$ cat config.mk
export PLATFORM = sky130hd
export DESIGN_NAME = lrsc_unit
export DESIGN_NICKNAME = d
export VERILOG_FILES = /design/src/rtl/lrsc_pkg.sv /design/src/rtl/lrsc_access_chk.sv /design/src/rtl/lrsc_resv.sv /design/src/rtl/lrsc_data_fmt.sv /design/src/rtl/lrsc_unit.sv
export SDC_FILE = /design/constraint.sdc
export NUM_CORES = 1
export LEC_CHECK = 0
export ABC_AREA = 0
export BUFFER_PORTS_ARGS = -buffer_cell sky130_fd_sc_hd__buf_2
export CELL_PAD_IN_SITES_DETAIL_PLACEMENT = 1
export CELL_PAD_IN_SITES_GLOBAL_PLACEMENT = 1
export CORE_ASPECT_RATIO = 1.5
export CORE_MARGIN = 2
export CORE_UTILIZATION = 40
export CTS_BUF_LIST = sky130_fd_sc_hd__clkbuf_2 sky130_fd_sc_hd__clkbuf_4 sky130_fd_sc_hd__clkbuf_8
export CTS_CLUSTER_SIZE = 30
export DETAILED_ROUTE_END_ITERATION = 10
export PLACE_DENSITY = 0.91
export SYNTH_ARGS = -nofsm -noshare
export SYNTH_HDL_FRONTEND = slang
export SYNTH_SLANG_ARGS = --single-unit
$ cat constraint.sdc
create_clock -name clk_i -period 4.71 [get_ports clk_i]
set_clock_uncertainty 0.1 [all_clocks]
set_input_delay 0.7065 -clock clk_i [delete_from_list [all_inputs] [get_ports clk_i]]
set_output_delay 0.7065 -clock clk_i [all_outputs]
set_load 0.005 [all_outputs]
$ cat src/rtl/lrsc_pkg.sv
package lrsc_pkg;
  typedef enum logic [1:0] {SZ_B = 2'd0, SZ_H = 2'd1, SZ_W = 2'd2, SZ_D = 2'd3} lrsc_size_e;
  typedef enum logic [1:0] {ST_IDLE, ST_MEM, ST_RSP} lrsc_state_e;
  localparam logic OP_LR = 1'b0;
  localparam logic OP_SC = 1'b1;
  localparam logic [3:0] EXC_NONE     = 4'd0;
  localparam logic [3:0] EXC_ILLEGAL  = 4'd2;
  localparam logic [3:0] EXC_LD_MISAL = 4'd4;
  localparam logic [3:0] EXC_LD_FAULT = 4'd5;
  localparam logic [3:0] EXC_ST_MISAL = 4'd6;
  localparam logic [3:0] EXC_ST_FAULT = 4'd7;
endpackage

$ cat src/rtl/lrsc_access_chk.sv
module lrsc_access_chk
  import lrsc_pkg::*;
#(
  parameter int XLEN = 64
) (
  input  logic [1:0] size_i,
  input  logic [2:0] addr_lo_i,
  output logic       legal_o,
  output logic       aligned_o
);
  logic dbl_ok;
  generate
    if (XLEN == 64) begin : g_rv64
      assign dbl_ok = 1'b1;
    end else begin : g_rv32
      assign dbl_ok = 1'b0;
    end
  endgenerate

  always_comb begin
    unique case (lrsc_size_e'(size_i))
      SZ_W:    begin legal_o = 1'b1;   aligned_o = (addr_lo_i[1:0] == 2'b00); end
      SZ_D:    begin legal_o = dbl_ok; aligned_o = (addr_lo_i == 3'b000);    end
      SZ_H:    begin legal_o = 1'b0;   aligned_o = ~addr_lo_i[0];            end
      default: begin legal_o = 1'b0;   aligned_o = 1'b1;                     end
    endcase
  end
endmodule

$ cat src/rtl/lrsc_resv.sv
module lrsc_resv #(
  parameter int XLEN     = 64,
  parameter int GRAN_LSB = 3,
  localparam int TAG_W   = XLEN - GRAN_LSB
) (
  input  logic             clk_i,
  input  logic             rst_ni,
  input  logic             set_i,
  input  logic             clr_i,
  input  logic [TAG_W-1:0] set_tag_i,
  input  logic [TAG_W-1:0] cmp_tag_i,
  output logic             match_o
);
  logic             vld_q;
  logic [TAG_W-1:0] tag_q;

  always_ff @(posedge clk_i or negedge rst_ni) begin
    if (!rst_ni) begin
      vld_q <= 1'b0;
      tag_q <= '0;
    end else if (clr_i) begin
      vld_q <= 1'b0;
    end else if (set_i) begin
      vld_q <= 1'b1;
      tag_q <= set_tag_i;
    end
  end

  assign match_o = vld_q && (tag_q == cmp_tag_i);
endmodule

$ cat src/rtl/lrsc_data_fmt.sv
module lrsc_data_fmt
  import lrsc_pkg::*;
#(
  parameter int XLEN = 64
) (
  input  logic [1:0]      size_i,
  input  logic [XLEN-1:0] ld_raw_i,
  input  logic [XLEN-1:0] st_raw_i,
  output logic [XLEN-1:0] ld_ext_o,
  output logic [XLEN-1:0] st_trim_o
);
  always_comb begin
    unique case (lrsc_size_e'(size_i))
      SZ_B: begin
        ld_ext_o  = {{(XLEN-8){ld_raw_i[7]}}, ld_raw_i[7:0]};
        st_trim_o = {{(XLEN-8){1'b0}}, st_raw_i[7:0]};
      end
      SZ_H: begin
        ld_ext_o  = {{(XLEN-16){ld_raw_i[15]}}, ld_raw_i[15:0]};
        st_trim_o = {{(XLEN-16){1'b0}}, st_raw_i[15:0]};
      end
      SZ_W: begin
        ld_ext_o  = {{(XLEN-32){ld_raw_i[31]}}, ld_raw_i[31:0]};
        st_trim_o = {{(XLEN-32){1'b0}}, st_raw_i[31:0]};
      end
      default: begin
        ld_ext_o  = ld_raw_i;
        st_trim_o = st_raw_i;
      end
    endcase
  end
endmodule

$ cat src/rtl/lrsc_unit.sv
module lrsc_unit
  import lrsc_pkg::*;
#(
  parameter int XLEN = 64,
  parameter int RD_W = 5,
  localparam int GRAN_LSB = 3,
  localparam int TAG_W = XLEN - GRAN_LSB
) (
  input  logic            clk_i,
  input  logic            rst_ni,
  input  logic            req_valid_i,
  output logic            req_ready_o,
  input  logic            req_op_i,
  input  logic [1:0]      req_size_i,
  input  logic [XLEN-1:0] req_addr_i,
  input  logic            req_aq_i,
  input  logic            req_rl_i,
  input  logic [XLEN-1:0] req_wdata_i,
  input  logic [RD_W-1:0] req_rd_i,
  output logic            mem_req_o,
  output logic            mem_we_o,
  output logic [1:0]      mem_size_o,
  output logic [XLEN-1:0] mem_addr_o,
  output logic [XLEN-1:0] mem_wdata_o,
  output logic            mem_aq_o,
  output logic            mem_rl_o,
  input  logic            mem_rsp_i,
  input  logic [XLEN-1:0] mem_rdata_i,
  input  logic            mem_err_i,
  input  logic            mem_sc_fail_i,
  output logic            rsp_valid_o,
  input  logic            rsp_ready_i,
  output logic [RD_W-1:0] rsp_rd_o,
  output logic [XLEN-1:0] rsp_data_o,
  output logic            rsp_retire_o,
  output logic [3:0]      rsp_exc_o
);
  lrsc_state_e     state_q, state_d;
  logic            op_q, aq_q, rl_q;
  logic [1:0]      size_q;
  logic [XLEN-1:0] addr_q, wdata_q, data_q, data_d;
  logic [RD_W-1:0] rd_q;
  logic            retire_q, retire_d;
  logic [3:0]      exc_q, exc_d;
  logic            accept, legal, aligned, resv_hit, resv_set, resv_clr;
  logic [XLEN-1:0] ld_ext, st_trim;

  assign accept = req_valid_i && (state_q == ST_IDLE);

  lrsc_access_chk #(.XLEN(XLEN)) u_chk (
    .size_i   (req_size_i),
    .addr_lo_i(req_addr_i[2:0]),
    .legal_o  (legal),
    .aligned_o(aligned)
  );

  lrsc_resv #(.XLEN(XLEN), .GRAN_LSB(GRAN_LSB)) u_resv (
    .clk_i    (clk_i),
    .rst_ni   (rst_ni),
    .set_i    (resv_set),
    .clr_i    (resv_clr),
    .set_tag_i(addr_q[XLEN-1:GRAN_LSB]),
    .cmp_tag_i(req_addr_i[XLEN-1:GRAN_LSB]),
    .match_o  (resv_hit)
  );

  lrsc_data_fmt #(.XLEN(XLEN)) u_fmt (
    .size_i   (size_q),
    .ld_raw_i (mem_rdata_i),
    .st_raw_i (wdata_q),
    .ld_ext_o (ld_ext),
    .st_trim_o(st_trim)
  );

  // Order of decisions: legality, alignment, reservation, memory.
  always_comb begin
    state_d  = state_q;
    data_d   = data_q;
    retire_d = retire_q;
    exc_d    = exc_q;
    resv_set = 1'b0;
    resv_clr = 1'b0;
    unique case (state_q)
      ST_IDLE: if (accept) begin
        data_d   = '0;
        retire_d = 1'b0;
        state_d  = ST_RSP;
        if (!legal) begin
          exc_d    = EXC_ILLEGAL;
          resv_clr = 1'b1;
        end else if (!aligned) begin
          exc_d    = (req_op_i == OP_SC) ? EXC_ST_MISAL : EXC_LD_MISAL;
          resv_clr = 1'b1;
        end else if ((req_op_i == OP_SC) && !resv_hit) begin
          data_d   = XLEN'(1);
          retire_d = 1'b1;
          exc_d    = EXC_NONE;
          resv_clr = 1'b1;
        end else begin
          state_d = ST_MEM;
        end
      end
      ST_MEM: if (mem_rsp_i) begin
        state_d  = ST_RSP;
        data_d   = '0;
        retire_d = 1'b0;
        if (mem_err_i) begin
          exc_d    = (op_q == OP_SC) ? EXC_ST_FAULT : EXC_LD_FAULT;
          resv_clr = 1'b1;
        end else if (op_q == OP_LR) begin
          data_d   = ld_ext;
          retire_d = 1'b1;
          exc_d    = EXC_NONE;
          resv_set = 1'b1;
        end else begin
          data_d   = XLEN'(mem_sc_fail_i);
          retire_d = 1'b1;
          exc_d    = EXC_NONE;
          resv_clr = 1'b1;
        end
      end
      ST_RSP: if (rsp_ready_i) state_d = ST_IDLE;
      default: state_d = ST_IDLE;
    endcase
  end

  always_ff @(posedge clk_i or negedge rst_ni) begin
    if (!rst_ni) begin
      state_q  <= ST_IDLE;
      op_q     <= OP_LR;
      aq_q     <= 1'b0;
      rl_q     <= 1'b0;
      size_q   <= '0;
      addr_q   <= '0;
      wdata_q  <= '0;
      rd_q     <= '0;
      data_q   <= '0;
      retire_q <= 1'b0;
      exc_q    <= EXC_NONE;
    end else begin
      state_q  <= state_d;
      data_q   <= data_d;
      retire_q <= retire_d;
      exc_q    <= exc_d;
      if (accept) begin
        op_q    <= req_op_i;
        aq_q    <= req_aq_i;
        rl_q    <= req_rl_i;
        size_q  <= req_size_i;
        addr_q  <= req_addr_i;
        wdata_q <= req_wdata_i;
        rd_q    <= req_rd_i;
      end
    end
  end

  assign req_ready_o  = (state_q == ST_IDLE);
  assign mem_req_o    = (state_q == ST_MEM);
  assign mem_we_o     = (op_q == OP_SC);
  assign mem_size_o   = size_q;
  assign mem_addr_o   = addr_q;
  assign mem_wdata_o  = (op_q == OP_SC) ? st_trim : '0;
  assign mem_aq_o     = aq_q;
  assign mem_rl_o     = rl_q;
  assign rsp_valid_o  = (state_q == ST_RSP);
  assign rsp_rd_o     = rd_q;
  assign rsp_data_o   = data_q;
  assign rsp_retire_o = retire_q;
  assign rsp_exc_o    = exc_q;
endmodule

==> results of run 1 <==
## where the power goes
group	switching [mW]	internal (mW)	total [mW]
Combinational	0.764	0.460	1.22
Clock	0.946	1.18	2.12
Sequential	0.237	2.65	2.89
Total	1.95	4.29	6.24
## area by class of cell
class	count	area share, %
repair buffers	429	14.89
flip-flops and latches	270	45.22
clock inverters	6	0.4104
multi-input cells	970	30.14
clock buffers	66	5.577
diodes	7	0.1172
well taps	390	3.266
inverters	15	0.3769
## worst max path at each step
stage,to,depth (start not counted),from
floorplan,rsp_exc_o[2],7,req_addr_i[18]
global placement,rsp_data_o[32],7,req_valid_i
detailed placement,rsp_data_o[63],7,req_valid_i
CTS,mem_wdata_o[32],3,mem_size_o[0]
global route,mem_wdata_o[32],3,mem_size_o[0]
finish,mem_wdata_o[37],3,mem_size_o[0]
## critical path, delay by kind of cell, from the launching register on
kind / cells / cell delay (ns)
buf+inv: 1 / 0.13
simple gates: 2 / 1.22
flops: 1 / 0.63
## cell usage in the layout, fill, tap and decap left out, types with 5 or more instances in the layout
cell type  Yosys  layout
o2111ai_1      6       6
nand2b_1      18      18
nor2_1         5       5
clkbuf_8       0      54
and3_1        18      18
a22o_1        15      15
inv_1         15      15
dfrtp_1      270     270
buf_4          1       9
buf_2          2     416
clkbuf_4       0      12
nand4_1        9       9
o21ai_1       33      33
and2_1        50      49
diode_2        0       7
nor4_1         8       8
nor2b_1        8       8
o21ai_0       38      38
xor2_1        10      10
nand2_1      672     671
a21oi_1       19      19
xnor2_1       32      32
## sequential cells by signal, summed over array words and instances, names as in the netlist
name,cells
mem_rl_o,1
u_resv.tag_q,61
mem_aq_o,1
rsp_retire_o,1
rsp_exc_o,3
u_resv.vld_q,1
rsp_rd_o,5
mem_we_o,1
state_q,2
rsp_data_o,64
mem_addr_o,64
mem_size_o,2
wdata_q,64
## logic make-up after synthesis
| kind of cell | after synthesis |
|---|---|
| muxes | 4 |
| AOI/OAI and AO/OA | 129 |
| other | 1 |
| and+or+nand+nor | 794 |
| buffers and inverters | 89 |
| xor gates and xnor gates | 42 |
| DFF | 270 |
## cells in the mapped netlist, drive strengths merged (3+ instances only)
cell,n
and2,50
xnor2,32
a22o,15
nand3,3
inv,15
nand2b,18
o2111ai,6
and3,18
nor4,9
o21ai,72
nor2,5
mux2i,3
xor2,10
nand2,672
nor2b,8
buf,12
nand4,9
dfrtp,270
clkbuf,62
a21oi,20
## per-layer routing
layer | wire, µm | vias to the layer above
met4 | 3018 | 4
met2 | 22440 | 467
met1 | 15180 | 5527
li1 | - | 4991
met3 | 2909 | 165
met5 | 33 | -
## stage by stage
| step | total power [mW] | instance area (µm²) | util (%) | std cells | setup WS, ns |
|---|---|---|---|---|---|
| 2_1_floorplan | 3.457 | 11600 | - | 1329 | 2.483 |
| 3_3_place_gp | 4.043 | 14030 | 49.01 | 2074 | 1.794 |
| 3_5_place_dp | 4.130 | 14030 | 49.01 | 2074 | 1.672 |
| 4_1_cts | 6.288 | 14920 | 52.14 | 2146 | 1.302 |
| 5_1_grt | 6.545 | 14940 | 52.18 | 2151 | 1.146 |
| 6_report | 6.237 | 14940 | 52.20 | 2153 | 1.357 |
==> results.toml, run 1 <==
[status]
status = "finished, final reports clean"

[power]
power_density_nw_per_um2 = 417.4
peakVddDrop_v = 0.0002730
power.leakage_nw = 8.623

[worst_hold_path]
holdCritPathClass = "in -> async"

[drt]
via_per_inst = 5.181
vias = 11150
routedWlPerCell_um = 20.24
drt-initial-drc-count = 598
totalWireLength_um = 43580
first_pass_iters = 5
drc = 0
postRouteAntennaNets = 0

[worst_setup_path]
timing.rr.end = "rsp_data_o[63]"
rr_worst_depth = 6
startpoint_type = "register"
critPathKind = "reg -> out"
cp.arrival_ns = 2.55
slowest_stage = "and3_1"
reg2reg_slack_ns = 1.99
cp.required_ns = 3.90
cp_cell_sequence = "and3_1, and2_1, buf_2"
r2r-start = "state_q[0]"
cpPeakStageDelay_ns = 0.94
cp-end-kind = "primary output"
crit_fanout = 32

[timing]
fmax_ghz = 0.2982
final-setup-viol-count = 0
holdWs_ns = 0.07211
hold_violations = 0
worst_slew_pin_slew_ns = 1.130
setup_tns_ns = 0
final_max_slew_viol_count = 0
rsz0062_at_grt = "false"
finalCritPeriodShare_pct = 71.20
period_minus_slack_ns = 3.353
relSlewSlack_pct = 24.52

[synthesis]
synth_warnings = 0
synth_top_family_by_area = "simple AND/OR/NAND/NOR gates"
muxShareOfSynthArea_pct = 0.3559
synthesis.area_um2 = 11600
synth-simple-area-share_pct = 28.24
ys_ff_latch = 270
synth-edff-count = 0
synthAdderAreaFrac_pct = 0
synth_compound_area_share_pct = 6.837
yosysTopAreaCell = "dfrtp_1"
synth-xor-area-share_pct = 3.170
ys_types = 43
synth_nets = 1538
synth_flop_cell = "dfrtp_1"
ys_seq_area_share_pct = 58.23
synth_top_area_share_pct = 58.23
synthTopCellsByArea = "dfrtp_1 58%, nand2_1 22%, and2_1 2.7%"
synthArstFlopShare_pct = 100.0
netlist_instances = 1329
synth_area_per_cell_um2 = 8.730

[clock_tree]
cts_tree = "built"
cts_made_buffers = 43
ctsResizeCount = 0
clk_pin_slew_ns = 0.06
cts.sinks = 270
htreeDepth = 2
clock_latency_ns = 0.57
clockBufferDepth = 3
cts_hold_buf = 0
cts-root-buf = "clkbuf_8"
cts_setup_buffers = 0

[floorplan]
num_rows = 76
fp.dieArea_um2 = 30410
chipHeight_um = 212.6
die_w_um = 143.1
core_um2 = 28620
start_util_pct = 40.54
io_pins = 419

[global_route]
grt_start_max_net_pins = 97
top_usage_layer = "met2"
track_usage_pct = 28.13
grtUsageMet2_pct = 49.46
grt_overflow = 0
antenna_found_initial = 9
use_met1_pct = 29.47
grt_pass1_vias = 12080
grt_pass1_wl_um = 66010
grtUsageMet3_pct = 7.027

[flow_run]
cap_violations = 0

[placed_design]
routabilityCongestion = 0.8369
port_buffers = 417
place_hpwl_um = 30570

[finish]
multi_input_area_um2 = 4503
drive_above_1_share_pct = 28.99
nets = 1938
areaGrowthSynthToFinish_pct = 28.77
seqCellArea_um2 = 6756
final.fill_count = 3474
Power figures use the tool's default switching activity.
==> run 2, diff against run 1 <==
--- a/config.mk
+++ b/config.mk
@@ -5,17 +5,17 @@
 export SDC_FILE = /design/constraint.sdc
 export NUM_CORES = 1
 export LEC_CHECK = 0
-export ABC_AREA = 0
+export ABC_AREA = 1
 export BUFFER_PORTS_ARGS = -buffer_cell sky130_fd_sc_hd__buf_2
 export CELL_PAD_IN_SITES_DETAIL_PLACEMENT = 1
 export CELL_PAD_IN_SITES_GLOBAL_PLACEMENT = 1
 export CORE_ASPECT_RATIO = 1.5
 export CORE_MARGIN = 2
-export CORE_UTILIZATION = 40
+export CORE_UTILIZATION = 37
 export CTS_BUF_LIST = sky130_fd_sc_hd__clkbuf_2 sky130_fd_sc_hd__clkbuf_4 sky130_fd_sc_hd__clkbuf_8
 export CTS_CLUSTER_SIZE = 30
 export DETAILED_ROUTE_END_ITERATION = 10
-export PLACE_DENSITY = 0.91
+export PLACE_DENSITY = 0.86
 export SYNTH_ARGS = -nofsm -noshare
 export SYNTH_HDL_FRONTEND = slang
 export SYNTH_SLANG_ARGS = --single-unit
==> constraint.sdc (replaced) <==
create_clock -name clk_i -period 3.2 [get_ports clk_i]
set_clock_uncertainty 0.1 [all_clocks]
set_input_delay 0.48 -clock clk_i [delete_from_list [all_inputs] [get_ports clk_i]]
set_output_delay 0.48 -clock clk_i [all_outputs]
set_load 0.005 [all_outputs]
==> results.toml, run 2 <==
[synthesis]
synth_nets = 1697
yosysMostFrequentCell = "nand2_1"
synth-simple-area-share_pct = 23.43
synth_compound_area_share_pct = 11.36
muxShareOfSynthArea_pct = 1.309
synth_common_cells = "538 x nand2_1, 270 x dfrtp_1, 182 x nor2_1, 149 x inv_1, 122 x o21ai_0"
synthAdderAreaFrac_pct = 0
synth-edff-count = 0
ys_seq_area_share_pct = 56.10
synth_warnings = 0
synthTopCellsByArea = "dfrtp_1 56%, nand2_1 17%, nor2_1 5.7%"
synthArstFlopShare_pct = 100.0
ys_types = 30
synthesis.area_um2 = 12040
ys_ff_latch = 270
synth_area_per_cell_um2 = 8.093
synth_top_area_share_pct = 56.10
synth_flop_cell = "dfrtp_1"
synth-xor-area-share_pct = 0.2909
synth_top_family_by_area = "simple AND/OR/NAND/NOR gates"
yosysTopAreaCell = "dfrtp_1"
netlist_instances = 1488

[floorplan]
chipHeight_um = 225.0
start_util_pct = 37.72
core_um2 = 31930
num_rows = 80
die_w_um = 151.3
fp.dieArea_um2 = 34040
io_pins = 419

[timing]
period_minus_slack_ns = 2.644
worst_slew_pin_slew_ns = 1.024
rsz0062_at_grt = "false"
relSlewSlack_pct = 31.73
final_max_slew_viol_count = 0
final-setup-viol-count = 0
hold_violations = 0
finalCritPeriodShare_pct = 82.62
holdWs_ns = 0.02170
fmax_ghz = 0.3782
setup_tns_ns = 0

[worst_setup_path]
cp.arrival_ns = 2.06
crit_fanout = 48
startpoint_type = "register"
critPathKind = "reg -> out"
reg2reg_slack_ns = 0.97
cp.required_ns = 2.62
cp-end-kind = "primary output"

[drt]
postRouteAntennaNets = 0
routedWlPerCell_um = 18.50
via_per_inst = 4.929
drc = 0
vias = 11720
drt-initial-drc-count = 451
first_pass_iters = 4
totalWireLength_um = 43970

[clock_tree]
cts-root-buf = "clkbuf_8"
cts_tree = "built"
clk_pin_slew_ns = 0.07
htreeDepth = 2
clock_latency_ns = 0.56
cts_setup_buffers = 0
cts.sinks = 270
cts_made_buffers = 44
clockBufferDepth = 3

[global_route]
grt_pass1_wl_um = 66800
grt_overflow = 0
antenna_found_initial = 17
grt_start_max_net_pins = 172
track_usage_pct = 25.21
grt_pass1_vias = 12740

[placed_design]
routabilityCongestion = 0.7960
port_buffers = 417
place_hpwl_um = 30890

[flow_run]
cap_violations = 0

[worst_hold_path]
holdCritPathClass = "in -> reg"

[finish]
final.fill_count = 4018
mostFrequentLayoutCells = "538 x nand2_1, 416 x buf_2, 270 x dfrtp_1, 181 x nor2_1, 149 x inv_1"
drive_above_1_share_pct = 28.32
nets = 2128
areaGrowthSynthToFinish_pct = 30.52
mostFrequentLayoutCell = "nand2_1"
fin_util_pct = 49.23

[power]
power.leakage_nw = 9.032
peakVddDrop_v = 0.0004902
power_density_nw_per_um2 = 739.2

[status]
status = "finished, final reports clean"
==> run 2: cell count changes after synthesis, sizes merged, moves of 50 or more <==
cell   delta
a21oi    +52
and2     -50
inv     +138
nand2   -131
nor2    +181
o21ai    +86
==> run 2: cell type report <==
type,count,area [µm²],share of cell area [%]
inverter,153,575.6,3.662
antenna,18,45.04,0.2866
clock inverter,4,47.55,0.3025
clock buffer,72,878.3,5.588
multi-input combinational,995,4398,27.98
timing repair buffer,455,2505,15.94
sequential,270,6756,42.98
tap,410,513.0,3.264
==> run 2: stage by stage <==
stage	setup slack, ns	total power [mW]	area, µm²	cells
floorplan	1.267	6.648	12040	1488
global placement	0.8596	8.169	14510	2259
detailed placement	0.7896	8.395	14510	2259
CTS	0.5003	11.69	15650	2357
global route	0.4541	12.37	15710	2375
finish	0.5562	11.62	15720	2377
==> run 2: worst paths after layout <==
check | startpoint | endpoint | cells after the start
min reg2reg | mem_addr_o[0] | mem_addr_o[0] | 2
min | req_rd_i[0] | rsp_rd_o[0] | 3
max in group asynchronous | rst_ni | wdata_q[22] | 3
max | mem_we_o | mem_wdata_o[35] | 5
min in group asynchronous | rst_ni | mem_addr_o[17] | 2
max reg2reg | state_q[0] | rsp_data_o[63] | 7
==> run 2: routing by layer <==
metal / GRT usage, % / part of all wire (%) / vias to the layer above
li1: - / - / 5452
met1: 25.63 / 34 / 5713
met2: 45.75 / 53 / 406
met3: 5.729 / 6.5 / 144
met4: 15.89 / 6.2 / 2
met5: 0 / 0.025 / -
==> run 2: worst max-delay path, stage by stage, from the launching register on <==
cell and delay [ns]:
dfrtp_1 0.40, buf_4 0.22, nand2_1 0.09, buf_4 0.45, nor2_1 0.17, buf_2 0.17
==> run 2: power by group <==
group | internal, mW | switching (mW)
clock network | 1.80 | 1.39
registers | 4.33 | 0.605
logic | 1.21 | 2.28
==> run 2: kinds of logic after synthesis <==
logic type	after synthesis
simple gates	735
flops	270
compound gates	241
buf+inv	223
mux	14
xor+xnor	4
other cells	1
==> run 2: timing repair <==
| action | CTS | global route |
|---|---|---|
| hold buffers | 22 | 2 |
| endpoints found under the hold margin | 92 | 2 |
| gates resized for setup | 0 | 0 |
==> run 3, diff against run 2 <==
--- a/config.mk
+++ b/config.mk
@@ -5,17 +5,17 @@
 export SDC_FILE = /design/constraint.sdc
 export NUM_CORES = 1
 export LEC_CHECK = 0
-export ABC_AREA = 1
+export ABC_AREA = 0
 export BUFFER_PORTS_ARGS = -buffer_cell sky130_fd_sc_hd__buf_2
 export CELL_PAD_IN_SITES_DETAIL_PLACEMENT = 1
 export CELL_PAD_IN_SITES_GLOBAL_PLACEMENT = 1
 export CORE_ASPECT_RATIO = 1.5
 export CORE_MARGIN = 2
-export CORE_UTILIZATION = 37
+export CORE_UTILIZATION = 34
 export CTS_BUF_LIST = sky130_fd_sc_hd__clkbuf_2 sky130_fd_sc_hd__clkbuf_4 sky130_fd_sc_hd__clkbuf_8
 export CTS_CLUSTER_SIZE = 30
 export DETAILED_ROUTE_END_ITERATION = 10
-export PLACE_DENSITY = 0.86
+export PLACE_DENSITY = 0.83
 export SYNTH_ARGS = -nofsm -noshare
 export SYNTH_HDL_FRONTEND = slang
 export SYNTH_SLANG_ARGS = --single-unit
==> constraint.sdc (replaced) <==
create_clock -name clk_i -period 2.4 [get_ports clk_i]
set_clock_uncertainty 0.1 [all_clocks]
set_input_delay 0.36 -clock clk_i [delete_from_list [all_inputs] [get_ports clk_i]]
set_output_delay 0.36 -clock clk_i [all_outputs]
set_load 0.005 [all_outputs]
==> results.toml, run 3 (same netlist as run 1, synthesis figures left out) <==
[status]
status = "complete, but fails checks"
violations = "setup timing"

[global_route]
grt_overflow = 0
grt_start_max_net_pins = 100
grt_pass1_wl_um = 82770
track_usage_pct = 30.25
grt_pass1_vias = 14260
antenna_found_initial = 10

[worst_setup_path]
worstSetupStartpoint = "req_addr_i[53]"
cp.arrival_ns = 2.78
crit_end = "rsp_exc_o[0]"
rr_worst_depth = 8
critPathKind = "in -> reg"
reg2reg_slack_ns = 0.06
crit_fanout = 4
timing.rr.end = "rsp_exc_o[0]"
cp-end-kind = "register"
startpoint_type = "input pin"
cp.required_ns = 2.75
r2r-start = "u_resv.tag_q[50]"

[drt]
routedWlPerCell_um = 22.78
via_per_inst = 5.166
highest_layer = "met4"
vias = 12500
wl_met1_um = 19060
postRouteAntennaNets = 0
drc = 0
met2_length_um = 28890
drt-initial-drc-count = 701
totalWireLength_um = 55130
routed-wl-met3_um = 2840
first_pass_iters = 5

[placed_design]
routabilityCongestion = 0.8268
place_hpwl_um = 31460
dpl-instance-area_um2 = 14400
port_buffers = 417
place_ws_ns = -0.2473

[finish]
drive_above_1_share_pct = 28.35
mostFrequentLayoutCell = "nand2_1"
fin_area_um2 = 17350
nets = 2161
mostFrequentLayoutCells = "671 x nand2_1, 416 x buf_2, 269 x dfrtp_1, 190 x dlygate4sd3_1, 52 x clkbuf_8"
areaGrowthSynthToFinish_pct = 49.54
fin_util_pct = 51.72

[floorplan]
core_um2 = 33550
start_util_pct = 34.58
chipHeight_um = 230.2
fp.dieArea_um2 = 35650
die_w_um = 154.8
num_rows = 82
io_pins = 419

[timing]
holdWs_ns = 0.04185
final_max_slew_viol_count = 0
fmax_ghz = 0.4129
finalCritPeriodShare_pct = 100.9
rsz0062_at_grt = "true"
setup_slack_ns = -0.02192
final-setup-viol-count = 2
period_minus_slack_ns = 2.422
hold_violations = 0
relSlewSlack_pct = 53.08
worst_slew_pin_slew_ns = 0.7038

[clock_tree]
clockBufferDepth = 3
htreeDepth = 2
cts.sinks = 270
cts_tree = "built"
cts_made_buffers = 44
clock_latency_ns = 0.59
clk_pin_slew_ns = 0.06
cts-root-buf = "clkbuf_8"

[worst_hold_path]
holdCritPathClass = "in -> reg"

[power]
peakVddDrop_v = 0.0005083
power_mw = 13.04
power_density_nw_per_um2 = 751.7
power.leakage_nw = 9.668

[flow_run]
cap_violations = 0
==> run 3: changes by cell type in the layout (fill, tap and decap cells not counted), moves of 24 or more <==
| cell | delta |
|---|---|
| nor2_1 | -178 |
| dlygate4sd3_1 | +166 |
| inv_1 | -134 |
| nand2_1 | +133 |
| o21ai_0 | -84 |
| a21oi_1 | -53 |
| and2_1 | +49 |
| o21ai_2 | -29 |
| o21ai_1 | +27 |
| buf_4 | +24 |
==> run 3: area by class of cell <==
class	instances	area, µm²
Fill cell	4002	16200
Sequential cell	270	6758
Multi-Input combinational cell	970	4599
Timing Repair Buffer	651	4467
Clock buffer	72	865.8
Tap cell	420	525.5
Inverter	15	56.30
Clock inverter	8	43.79
Antenna cell	14	35.03
==> run 3: worst min-delay path by stage <==
| stage | from | endpoint | depth (start not counted) |
|---|---|---|---|
| final | req_addr_i[18] | mem_addr_o[18] | 4 |
| after global routing | req_addr_i[18] | mem_addr_o[18] | 4 |
| after CTS | mem_rdata_i[27] | rsp_data_o[27] | 3 |
| after detailed placement | rst_ni | rsp_rd_o[4] | 1 |
| after global placement | rst_ni | rsp_rd_o[4] | 1 |
| after floorplan | rst_ni | mem_addr_o[0] | 0 |
==> run 3: stage by stage <==
stage,instances,setup TNS (ns)
2_1_floorplan,1329,0
3_3_place_gp,2135,-0.8021
3_5_place_dp,2135,-1.661
4_1_cts,2405,0
5_1_grt,2417,-0.04105
6_report,2420,-0.02986
==> run 3: critical path, cell delays in order <==
cell and delay (ns):
dlygate4sd3_1 0.54, buf_2 0.15, xnor2_2 0.24, o221ai_1 0.25, nor4_2 0.30, nand4_1 0.28, o21ai_2 0.30, buf_4 0.17
nand3_1 0.07, o211ai_1 0.10
==> run 3: where the power goes <==
part | switching [mW] | internal, mW
clock | 2.03 | 2.28
combinational | 1.77 | 1.21
sequential | 0.537 | 5.21
==> run 3: layer usage <==
metal | track usage, % | vias to the layer above
met5 | 0 | -
met4 | 20.92 | 0
li1 | - | 5467
met1 | 30.10 | 6254
met2 | 56.00 | 544
met3 | 5.842 | 237
==> run 3: timing repair <==
| action | CTS | global route |
|---|---|---|
| endpoints found under the hold margin | 259 | 0 |
| resized for setup | 6 | 11 |
| buffers inserted | 0 | 1 |
| pin swaps | 0 | 5 |
| hold buffers | 190 | 0 |
| endpoints found under the setup margin | 47 | 17 |
